$ cat src/rtl/spit_pkg.sv
package spit_pkg;

  typedef struct packed {
    logic cpol;
    logic cpha;
  } clk_mode_t;

  function automatic clk_mode_t decode_mode(input logic [1:0] code);
    clk_mode_t r;
    r.cpol = code[1];
    r.cpha = code[0];
    return r;
  endfunction

  // position of serial bit k inside its byte
  function automatic logic [2:0] lane(input logic [2:0] k, input logic lsb_first);
    return lsb_first ? k : ~k;
  endfunction

endpackage

$ cat src/rtl/spit_sync.sv
module spit_sync #(
  parameter int unsigned   W       = 1,
  parameter logic [W-1:0]  RST_VAL = '0
) (
  input  logic         clk,
  input  logic         rst_n,
  input  logic [W-1:0] d,
  output logic [W-1:0] q,
  output logic [W-1:0] q_d
);

  logic [W-1:0] meta;

  always_ff @(posedge clk or negedge rst_n) begin
    if (!rst_n) begin
      meta <= RST_VAL;
      q    <= RST_VAL;
      q_d  <= RST_VAL;
    end else begin
      meta <= d;
      q    <= meta;
      q_d  <= q;
    end
  end

endmodule

$ cat src/rtl/spit_phase.sv
module spit_phase
  import spit_pkg::*;
(
  input  clk_mode_t mode,
  input  logic      early,
  input  logic      sclk_s,
  input  logic      sclk_d,
  input  logic      cs_n_s,
  input  logic      cs_n_d,
  output logic      active,
  output logic      open_ev,
  output logic      close_ev,
  output logic      sample_ev,
  output logic      launch_ev
);

  logic rise, fall, lead, trail, launch_on_lead;

  always_comb begin
    rise           = sclk_s & ~sclk_d;
    fall           = ~sclk_s & sclk_d;
    lead           = mode.cpol ? fall : rise;
    trail          = mode.cpol ? rise : fall;
    launch_on_lead = mode.cpha | early;
    active         = ~cs_n_s;
    open_ev        = cs_n_d & ~cs_n_s;
    close_ev       = ~cs_n_d & cs_n_s;
    sample_ev      = active & ~open_ev & (mode.cpha ? trail : lead);
    launch_ev      = active & ~open_ev & (launch_on_lead ? lead : trail);
  end

endmodule

$ cat src/rtl/spit_rx.sv
module spit_rx
  import spit_pkg::*;
#(
  parameter int unsigned BUF_BITS = 512,
  localparam int unsigned LEN_W   = $clog2(BUF_BITS) + 1,
  localparam int unsigned IDX_W   = $clog2(BUF_BITS)
) (
  input  logic                clk,
  input  logic                rst_n,
  input  logic                active,
  input  logic                open_ev,
  input  logic                close_ev,
  input  logic                sample_ev,
  input  logic                mosi,
  input  logic                rx_en,
  input  logic                rx_lsb,
  input  logic [LEN_W-1:0]    len_eff,
  output logic [BUF_BITS-1:0] rx_data,
  output logic [LEN_W-1:0]    trans_len,
  output logic                done
);

  logic [LEN_W-1:0]    cnt_q, cnt_n;
  logic [BUF_BITS-1:0] buf_q, buf_n;
  logic [LEN_W-1:0]    tlen_q, tlen_n;
  logic                done_q, done_n;
  logic                room;
  logic [IDX_W-1:0]    slot;

  always_comb begin
    room   = cnt_q < len_eff;
    slot   = {cnt_q[IDX_W-1:3], lane(cnt_q[2:0], rx_lsb)};
    cnt_n  = cnt_q;
    buf_n  = buf_q;
    tlen_n = tlen_q;
    done_n = 1'b0;
    if (open_ev) begin
      cnt_n = '0;
      if (rx_en) buf_n = '0;
    end else if (sample_ev && room) begin
      cnt_n = cnt_q + 1'b1;
      if (rx_en) buf_n[slot] = mosi;
    end
    if (close_ev) begin
      done_n = 1'b1;
      tlen_n = cnt_q;
    end
  end

  always_ff @(posedge clk or negedge rst_n) begin
    if (!rst_n) begin
      cnt_q  <= '0;
      buf_q  <= '0;
      tlen_q <= '0;
      done_q <= 1'b0;
    end else begin
      cnt_q  <= cnt_n;
      buf_q  <= buf_n;
      tlen_q <= tlen_n;
      done_q <= done_n;
    end
  end

  assign rx_data   = buf_q;
  assign trans_len = tlen_q;
  assign done      = done_q;

  // the completion pulse never lasts two cycles
  a_r6_done_single: assert property (@(posedge clk) disable iff (!rst_n)
    done_q |=> !done_q);

  // a reported length never exceeds the buffer size
  a_r5_len_capped: assert property (@(posedge clk) disable iff (!rst_n)
    done_q |-> (tlen_q <= LEN_W'(BUF_BITS)));

  // the bit counter stays within the effective length during a transaction
  a_r4_count_bound: assert property (@(posedge clk) disable iff (!rst_n)
    (active && $past(active)) |-> (cnt_q <= len_eff));

  // with receive off, the buffer does not move
  a_r7_rx_frozen: assert property (@(posedge clk) disable iff (!rst_n)
    (!rx_en && $past(!rx_en)) |-> $stable(buf_q));

endmodule

$ cat src/rtl/spit_tx.sv
module spit_tx
  import spit_pkg::*;
#(
  parameter int unsigned BUF_BITS = 512,
  localparam int unsigned LEN_W   = $clog2(BUF_BITS) + 1,
  localparam int unsigned IDX_W   = $clog2(BUF_BITS)
) (
  input  logic                clk,
  input  logic                rst_n,
  input  logic                cs_idle,
  input  logic                open_ev,
  input  logic                close_ev,
  input  logic                launch_ev,
  input  logic                cpha,
  input  logic                tx_en,
  input  logic                tx_lsb,
  input  logic [LEN_W-1:0]    len_eff,
  input  logic                tx_load,
  input  logic [BUF_BITS-1:0] tx_data,
  output logic                miso
);

  logic [BUF_BITS-1:0] buf_q, buf_n;
  logic [LEN_W-1:0]    lcnt_q, lcnt_n;
  logic                miso_q, miso_n;
  logic                cur_bit, first_bit;
  logic [IDX_W-1:0]    slot_cur, slot_first;

  always_comb begin
    slot_cur   = {lcnt_q[IDX_W-1:3], lane(lcnt_q[2:0], tx_lsb)};
    slot_first = {{(IDX_W-3){1'b0}}, lane(3'd0, tx_lsb)};
    cur_bit    = tx_en && (lcnt_q < len_eff) && buf_q[slot_cur];
    first_bit  = tx_en && (len_eff != '0) && buf_q[slot_first];
  end

  always_comb begin
    buf_n  = buf_q;
    lcnt_n = lcnt_q;
    miso_n = miso_q;
    if (tx_load && cs_idle) buf_n = tx_data;
    if (open_ev) begin
      if (cpha) begin
        miso_n = 1'b0;
        lcnt_n = '0;
      end else begin
        miso_n = first_bit;
        lcnt_n = LEN_W'(1);
      end
    end else if (launch_ev) begin
      miso_n = cur_bit;
      if (lcnt_q < len_eff) lcnt_n = lcnt_q + 1'b1;
    end
    if (close_ev) miso_n = 1'b0;
  end

  always_ff @(posedge clk or negedge rst_n) begin
    if (!rst_n) begin
      buf_q  <= '0;
      lcnt_q <= '0;
      miso_q <= 1'b0;
    end else begin
      buf_q  <= buf_n;
      lcnt_q <= lcnt_n;
      miso_q <= miso_n;
    end
  end

  assign miso = miso_q;

  // the transmit buffer is frozen while the select stays asserted
  a_r10_buf_frozen: assert property (@(posedge clk) disable iff (!rst_n)
    (!cs_idle && $past(!cs_idle)) |-> $stable(buf_q));

  // with transmit off, nothing but 0 is launched
  a_r8_tx_quiet: assert property (@(posedge clk) disable iff (!rst_n)
    (!tx_en && $past(!tx_en) && $past(!tx_en, 2)) |-> !miso_q);

endmodule

$ cat src/rtl/spi_target.sv
module spi_target
  import spit_pkg::*;
#(
  parameter int unsigned BUF_BITS = 512,
  localparam int unsigned LEN_W   = $clog2(BUF_BITS) + 1
) (
  input  logic                clk,
  input  logic                rst_n,
  input  logic                sclk_i,
  input  logic                cs_n_i,
  input  logic                mosi_i,
  output logic                miso_o,
  output logic                miso_oe_o,
  input  logic [1:0]          cfg_mode,
  input  logic                cfg_early,
  input  logic                cfg_rx_lsb,
  input  logic                cfg_tx_lsb,
  input  logic                cfg_rx_en,
  input  logic                cfg_tx_en,
  input  logic [LEN_W-1:0]    cfg_len,
  input  logic                tx_load,
  input  logic [BUF_BITS-1:0] tx_data,
  output logic [BUF_BITS-1:0] rx_data,
  output logic [LEN_W-1:0]    trans_len,
  output logic                done
);

  // reset: asynchronous assert, synchronous release
  logic rst_meta, rst_core_n;
  always_ff @(posedge clk or negedge rst_n) begin
    if (!rst_n) begin
      rst_meta   <= 1'b0;
      rst_core_n <= 1'b0;
    end else begin
      rst_meta   <= 1'b1;
      rst_core_n <= rst_meta;
    end
  end

  logic [2:0] pins_s, pins_d;
  spit_sync #(.W(3), .RST_VAL(3'b010)) u_sync (
    .clk   (clk),
    .rst_n (rst_core_n),
    .d     ({mosi_i, cs_n_i, sclk_i}),
    .q     (pins_s),
    .q_d   (pins_d)
  );

  clk_mode_t        mode;
  logic [LEN_W-1:0] len_eff;
  logic             active, open_ev, close_ev, sample_ev, launch_ev;
  logic             miso_raw;

  always_comb begin
    mode    = decode_mode(cfg_mode);
    len_eff = (cfg_len > LEN_W'(BUF_BITS)) ? LEN_W'(BUF_BITS) : cfg_len;
  end

  spit_phase u_phase (
    .mode      (mode),
    .early     (cfg_early),
    .sclk_s    (pins_s[0]),
    .sclk_d    (pins_d[0]),
    .cs_n_s    (pins_s[1]),
    .cs_n_d    (pins_d[1]),
    .active    (active),
    .open_ev   (open_ev),
    .close_ev  (close_ev),
    .sample_ev (sample_ev),
    .launch_ev (launch_ev)
  );

  spit_rx #(.BUF_BITS(BUF_BITS)) u_rx (
    .clk       (clk),
    .rst_n     (rst_core_n),
    .active    (active),
    .open_ev   (open_ev),
    .close_ev  (close_ev),
    .sample_ev (sample_ev),
    .mosi      (pins_s[2]),
    .rx_en     (cfg_rx_en),
    .rx_lsb    (cfg_rx_lsb),
    .len_eff   (len_eff),
    .rx_data   (rx_data),
    .trans_len (trans_len),
    .done      (done)
  );

  spit_tx #(.BUF_BITS(BUF_BITS)) u_tx (
    .clk       (clk),
    .rst_n     (rst_core_n),
    .cs_idle   (pins_s[1]),
    .open_ev   (open_ev),
    .close_ev  (close_ev),
    .launch_ev (launch_ev),
    .cpha      (mode.cpha),
    .tx_en     (cfg_tx_en),
    .tx_lsb    (cfg_tx_lsb),
    .len_eff   (len_eff),
    .tx_load   (tx_load),
    .tx_data   (tx_data),
    .miso      (miso_raw)
  );

  assign miso_oe_o = active;
  assign miso_o    = active & miso_raw;

  // completion is only signalled once the pad is released
  a_r11_done_idle: assert property (@(posedge clk) disable iff (!rst_core_n)
    done |-> !miso_oe_o);

  // an idle pad carries no data
  a_r11_idle_low: assert property (@(posedge clk) disable iff (!rst_core_n)
    !miso_oe_o |-> !miso_o);

  // a completion pulse follows a cycle in which the select was active
  a_r6_done_after_active: assert property (@(posedge clk) disable iff (!rst_core_n)
    done |-> $past(active, 2));

endmodule

$ cat config.mk
export PLATFORM = sky130hd
export DESIGN_NAME = spi_target
export DESIGN_NICKNAME = d
export VERILOG_FILES = /design/src/rtl/spit_pkg.sv /design/src/rtl/spit_sync.sv /design/src/rtl/spit_phase.sv /design/src/rtl/spit_rx.sv /design/src/rtl/spit_tx.sv /design/src/rtl/spi_target.sv
export SDC_FILE = /design/constraint.sdc
export NUM_CORES = 2
export LEC_CHECK = 0
export CORE_AREA = 2 2 412 414
export CTS_CLUSTER_SIZE = 28
export DETAILED_ROUTE_END_ITERATION = 10
export DIE_AREA = 0 0 414 416
export GPL_TIMING_DRIVEN = 0
export PLACE_DENSITY_LB_ADDON = 0.12
export SLEW_MARGIN = 20
export SYNTH_ARGS = -nofsm -noshare
export SYNTH_HDL_FRONTEND = slang
export SYNTH_SLANG_ARGS = --single-unit
export TNS_END_PERCENT = 100
$ cat constraint.sdc
create_clock -name clk -period 89.6 [get_ports clk]
set_clock_uncertainty 0.15 [all_clocks]
set_input_delay 13.44 -clock clk [delete_from_list [all_inputs] [get_ports clk]]
set_output_delay 13.44 -clock clk [all_outputs]
set_load 0.01 [all_outputs]
==> qor.yml <==
num_rows: 151
setup-violations-final: 0
maxSlewViolCount: 0
cp-startpoint: "cfg_tx_lsb"
status: "completed"
drcViolationCount: 0
finalSetupTns_ns: 0
critical_path_buf_inv_count: 3
fill_cells: 16400
worst_path_arrival_ns: 17.38
drt-wirelength-per-cell_um: 33.3
layout_setup_ws_ns: 72.73
post-dp-hpwl_mm: 218
cp.required_ns: 90.10
synth_seq_area_share_pct: 51.5
grt_max_degree: 53
powerDensity_nw_per_um2: 19.3
cp_top_delay_family: "buffers and inverters"
cts_tree: "built"
initial_antenna_violation_count: 130
hp-class: "reg2async"
syn-cell-area_sq_um: 51800
final_hold_violation_count: 0
via_count: 49100
placeableCoreArea_sq_um: 168000
synth_seq_cells: 1066
timing.rr.end: "u_tx.miso$_DFFE_PN0P_"
ctsHtreeMaxLevel: 4
dp_slack_ns: 72.03
initialDrtViolationCount: 5513
crit_path_end_kind: "flip-flop"
floorplan.initialDensity_pct: 30.8
fin_nets: 6768
cts.clk_slew.worst_paths_ns: 0.06
drt-pass1-iter-count: 6
slowest_delay_ns: 0.95
layout.cells.most_common_list: "dfrtp_1, clkdlybuf4s50_1, o21ai_0, a21oi_1, mux2_2"
synthDistinctLibCells: 67
drv.max_cap_violation_count: 0
ios: 1060
layout_commonest_cell: "dfrtp_1"
synthesized_nets: 5547
max_clock_freq_mhz: 59.3
number_of_clock_buffers_inserted_by_tritoncts: 134
clock_sinks: 1066
chipWidth_um: 414
timing_worst_slew_pin_value_ns: 1.25
count_of_antenna_violating_nets_left_after_detailed_routing: 0
syn_area_per_cell_sq_um: 10.4
critPathLaunchType: "input pin"
place.gp.congestion: 0.941
ctsRootBufferMaster: "clkbuf_16"
clock_latency_ns: 0.79
synth_enable_flop_cells: 0
areaGrowthSynthToFinish_pct: 36.7
post_synth_inst_count: 4992
slew_margin_rel_pct: 16.3
dieHeight_um: 416
synth_flop_cell: "dfrtp_1"
io_buffer_count: 1058
critical_path_cell_count: 12
synth-warning-count: 0
timing.rr.start: "u_tx.lcnt_q[1]$_DFFE_PN0P_"
vdd_drop_max_uv: 20.0
post-cts-setup-buffer-count: 0
setup.worst_path.class: "in2reg"
critical_path_peak_fanout: 10
timing.final.crit_share_pct: 18.8
ctsHoldBuffers: 0
total_grt_overflow: 0
drive_gt1_share_pct: 15.4
design.die.area_sq_um: 172000
rsz0062_at_grt: "false"
cts_repair_resize_count: 0
r2r_cells: 13
clockBufferDepth: 3
global_route_wire_length_before_repair_mm: 392
critPathSlowestCell: "clkbuf_1"
leakagePower_nw: 28.4
via_count_of_the_first_global_routing_pass: 47700
path_cells: "buf_2 > and2_0 > clkbuf_1 > clkbuf_1 > o21ai_0 > a21oi_1 > o21ai_0 > a21o_1 > o211ai_1 > o311ai_0 > a21oi_1 > o41ai_1"
period_needed_ns: 16.87
groute.usage.overall_pct: 32.4
r2r_setup_slack_ns: 84.79
drt-total-wl_mm: 288
async_flop_share_pct: 100
route.detailed.vias_per_inst: 5.68
## routing by layer
metal  track usage, %  vias to the layer above  routed length (um)
li1                 -                    20700                   -
met1             38.6                    25200              109000
met2             50.6                     2538              133000
met3             8.43                      673               24200
met4             23.5                       24               21100
met5                0                        -                 147
## area by class of cell
| type | count | area, sq um | share of cell area [%] |
|---|---|---|---|
| sequential | 1066 | 26700 | 37.7 |
| timing repair buffer | 1085 | 11200 | 15.9 |
| tap | 2218 | 2780 | 3.92 |
| buffer | 494 | 2050 | 2.90 |
| clock inverter | 43 | 611 | 0.862 |
| clock buffer | 201 | 4090 | 5.78 |
| antenna | 103 | 258 | 0.364 |
| inverter | 7 | 26.3 | 0.0371 |
| multi-input combinational | 3425 | 23100 | 32.6 |
## per-stage QoR
step | total power [mW] | instance area, sq um | std cells | hold slack, ns | util [%]
after floorplan | 0.685 | 51800 | 4992 | 0.181 | -
after global placement | 0.781 | 65200 | 8268 | 0.186 | 38.8
after detailed placement | 0.787 | 65800 | 8294 | 0.135 | 39.2
after CTS | 1.37 | 70500 | 8538 | 0.136 | 42.0
after global routing | 1.41 | 70800 | 8630 | 0.156 | 42.1
final | 1.36 | 70800 | 8642 | 0.122 | 42.1
## synth_stat cells (4+ instances only)
cell / number / share of area (%)
and3_1: 4 / 0.048
a31oi_1: 5 / 0.060
dfrtp_1: 1063 / 51
nor2b_1: 24 / 0.29
nand2b_1: 9 / 0.11
nand2_1: 145 / 1.1
o21ai_0: 887 / 8.6
xnor2_1: 4 / 0.068
o211ai_1: 5 / 0.072
a21oi_1: 682 / 6.6
nor4_1: 5 / 0.060
ha_1: 20 / 0.48
buf_1: 7 / 0.051
or2_2: 8 / 0.097
o221ai_1: 7 / 0.12
mux2_2: 604 / 13
a22oi_1: 9 / 0.13
nand3_1: 20 / 0.19
o21ai_1: 341 / 3.3
buf_4: 31 / 0.45
nor2_1: 92 / 0.67
nand2_2: 10 / 0.12
clkbuf_1: 403 / 2.9
buf_2: 52 / 0.50
and2_1: 6 / 0.072
mux2i_1: 337 / 6.5
nor3_1: 22 / 0.21
a21o_1: 12 / 0.17
o22ai_1: 85 / 1.0
o31ai_1: 5 / 0.072
nand3b_1: 5 / 0.072
xor2_1: 14 / 0.24
inv_1: 7 / 0.051
## cells by family (layout without fill, tap and decap cells)
group           after synthesis  after routing  share of synthesized area (%)
compound gates             2074           2074                           20.8
xor+xnor                     19             19                          0.336
fa+ha+maj                    20             20                          0.483
buf+inv                     501           1830                           3.99
flops                      1066           1066                           51.5
mux                         941            941                           19.6
other cells                   1            104                        0.00724
simple gates                370            370                           3.28
## sequential cells by signal, summed over array words and instances (netlist names)
name            flops
rst_core_n          1
u_sync.meta         3
u_tx.lcnt_q        10
u_sync.q            3
u_tx.buf_q        512
rst_meta            1
u_rx.done           1
u_rx.cnt_q         10
u_tx.miso           1
u_sync.q_d          2
u_rx.trans_len     10
u_rx.rx_data      512
## worst register-to-register path: cells and delay by family, from the launching register on
kind | cells | cell delay, ns
buf+inv | 5 | 2.52
compound gates | 7 | 1.54
flops | 1 | 0.44
simple gates | 1 | 0.08
## where the power goes
part	switching, mW	total [mW]	internal (mW)	leakage, nW
Clock	0.238	0.582	0.344	2.30
Sequential	0.0255	0.542	0.517	13.7
Combinational	0.132	0.239	0.107	12.3
## how the worst max path moves through the flow
stage	endpoint	slack (ns)
finish	u_tx.miso$_DFFE_PN0P_	72.73
floorplan	u_rx.cnt_q[0]$_DFFE_PN0P_	57.54
global route	u_rx.rx_data[140]$_DFFE_PN0P_	72.60
global placement	u_rx.rx_data[121]$_DFFE_PN0P_	41.99
CTS	u_rx.rx_data[140]$_DFFE_PN0P_	72.89
detailed placement	u_rx.rx_data[137]$_DFFE_PN0P_	72.03
No activity file was read; power rests on OpenSTA's default activity.
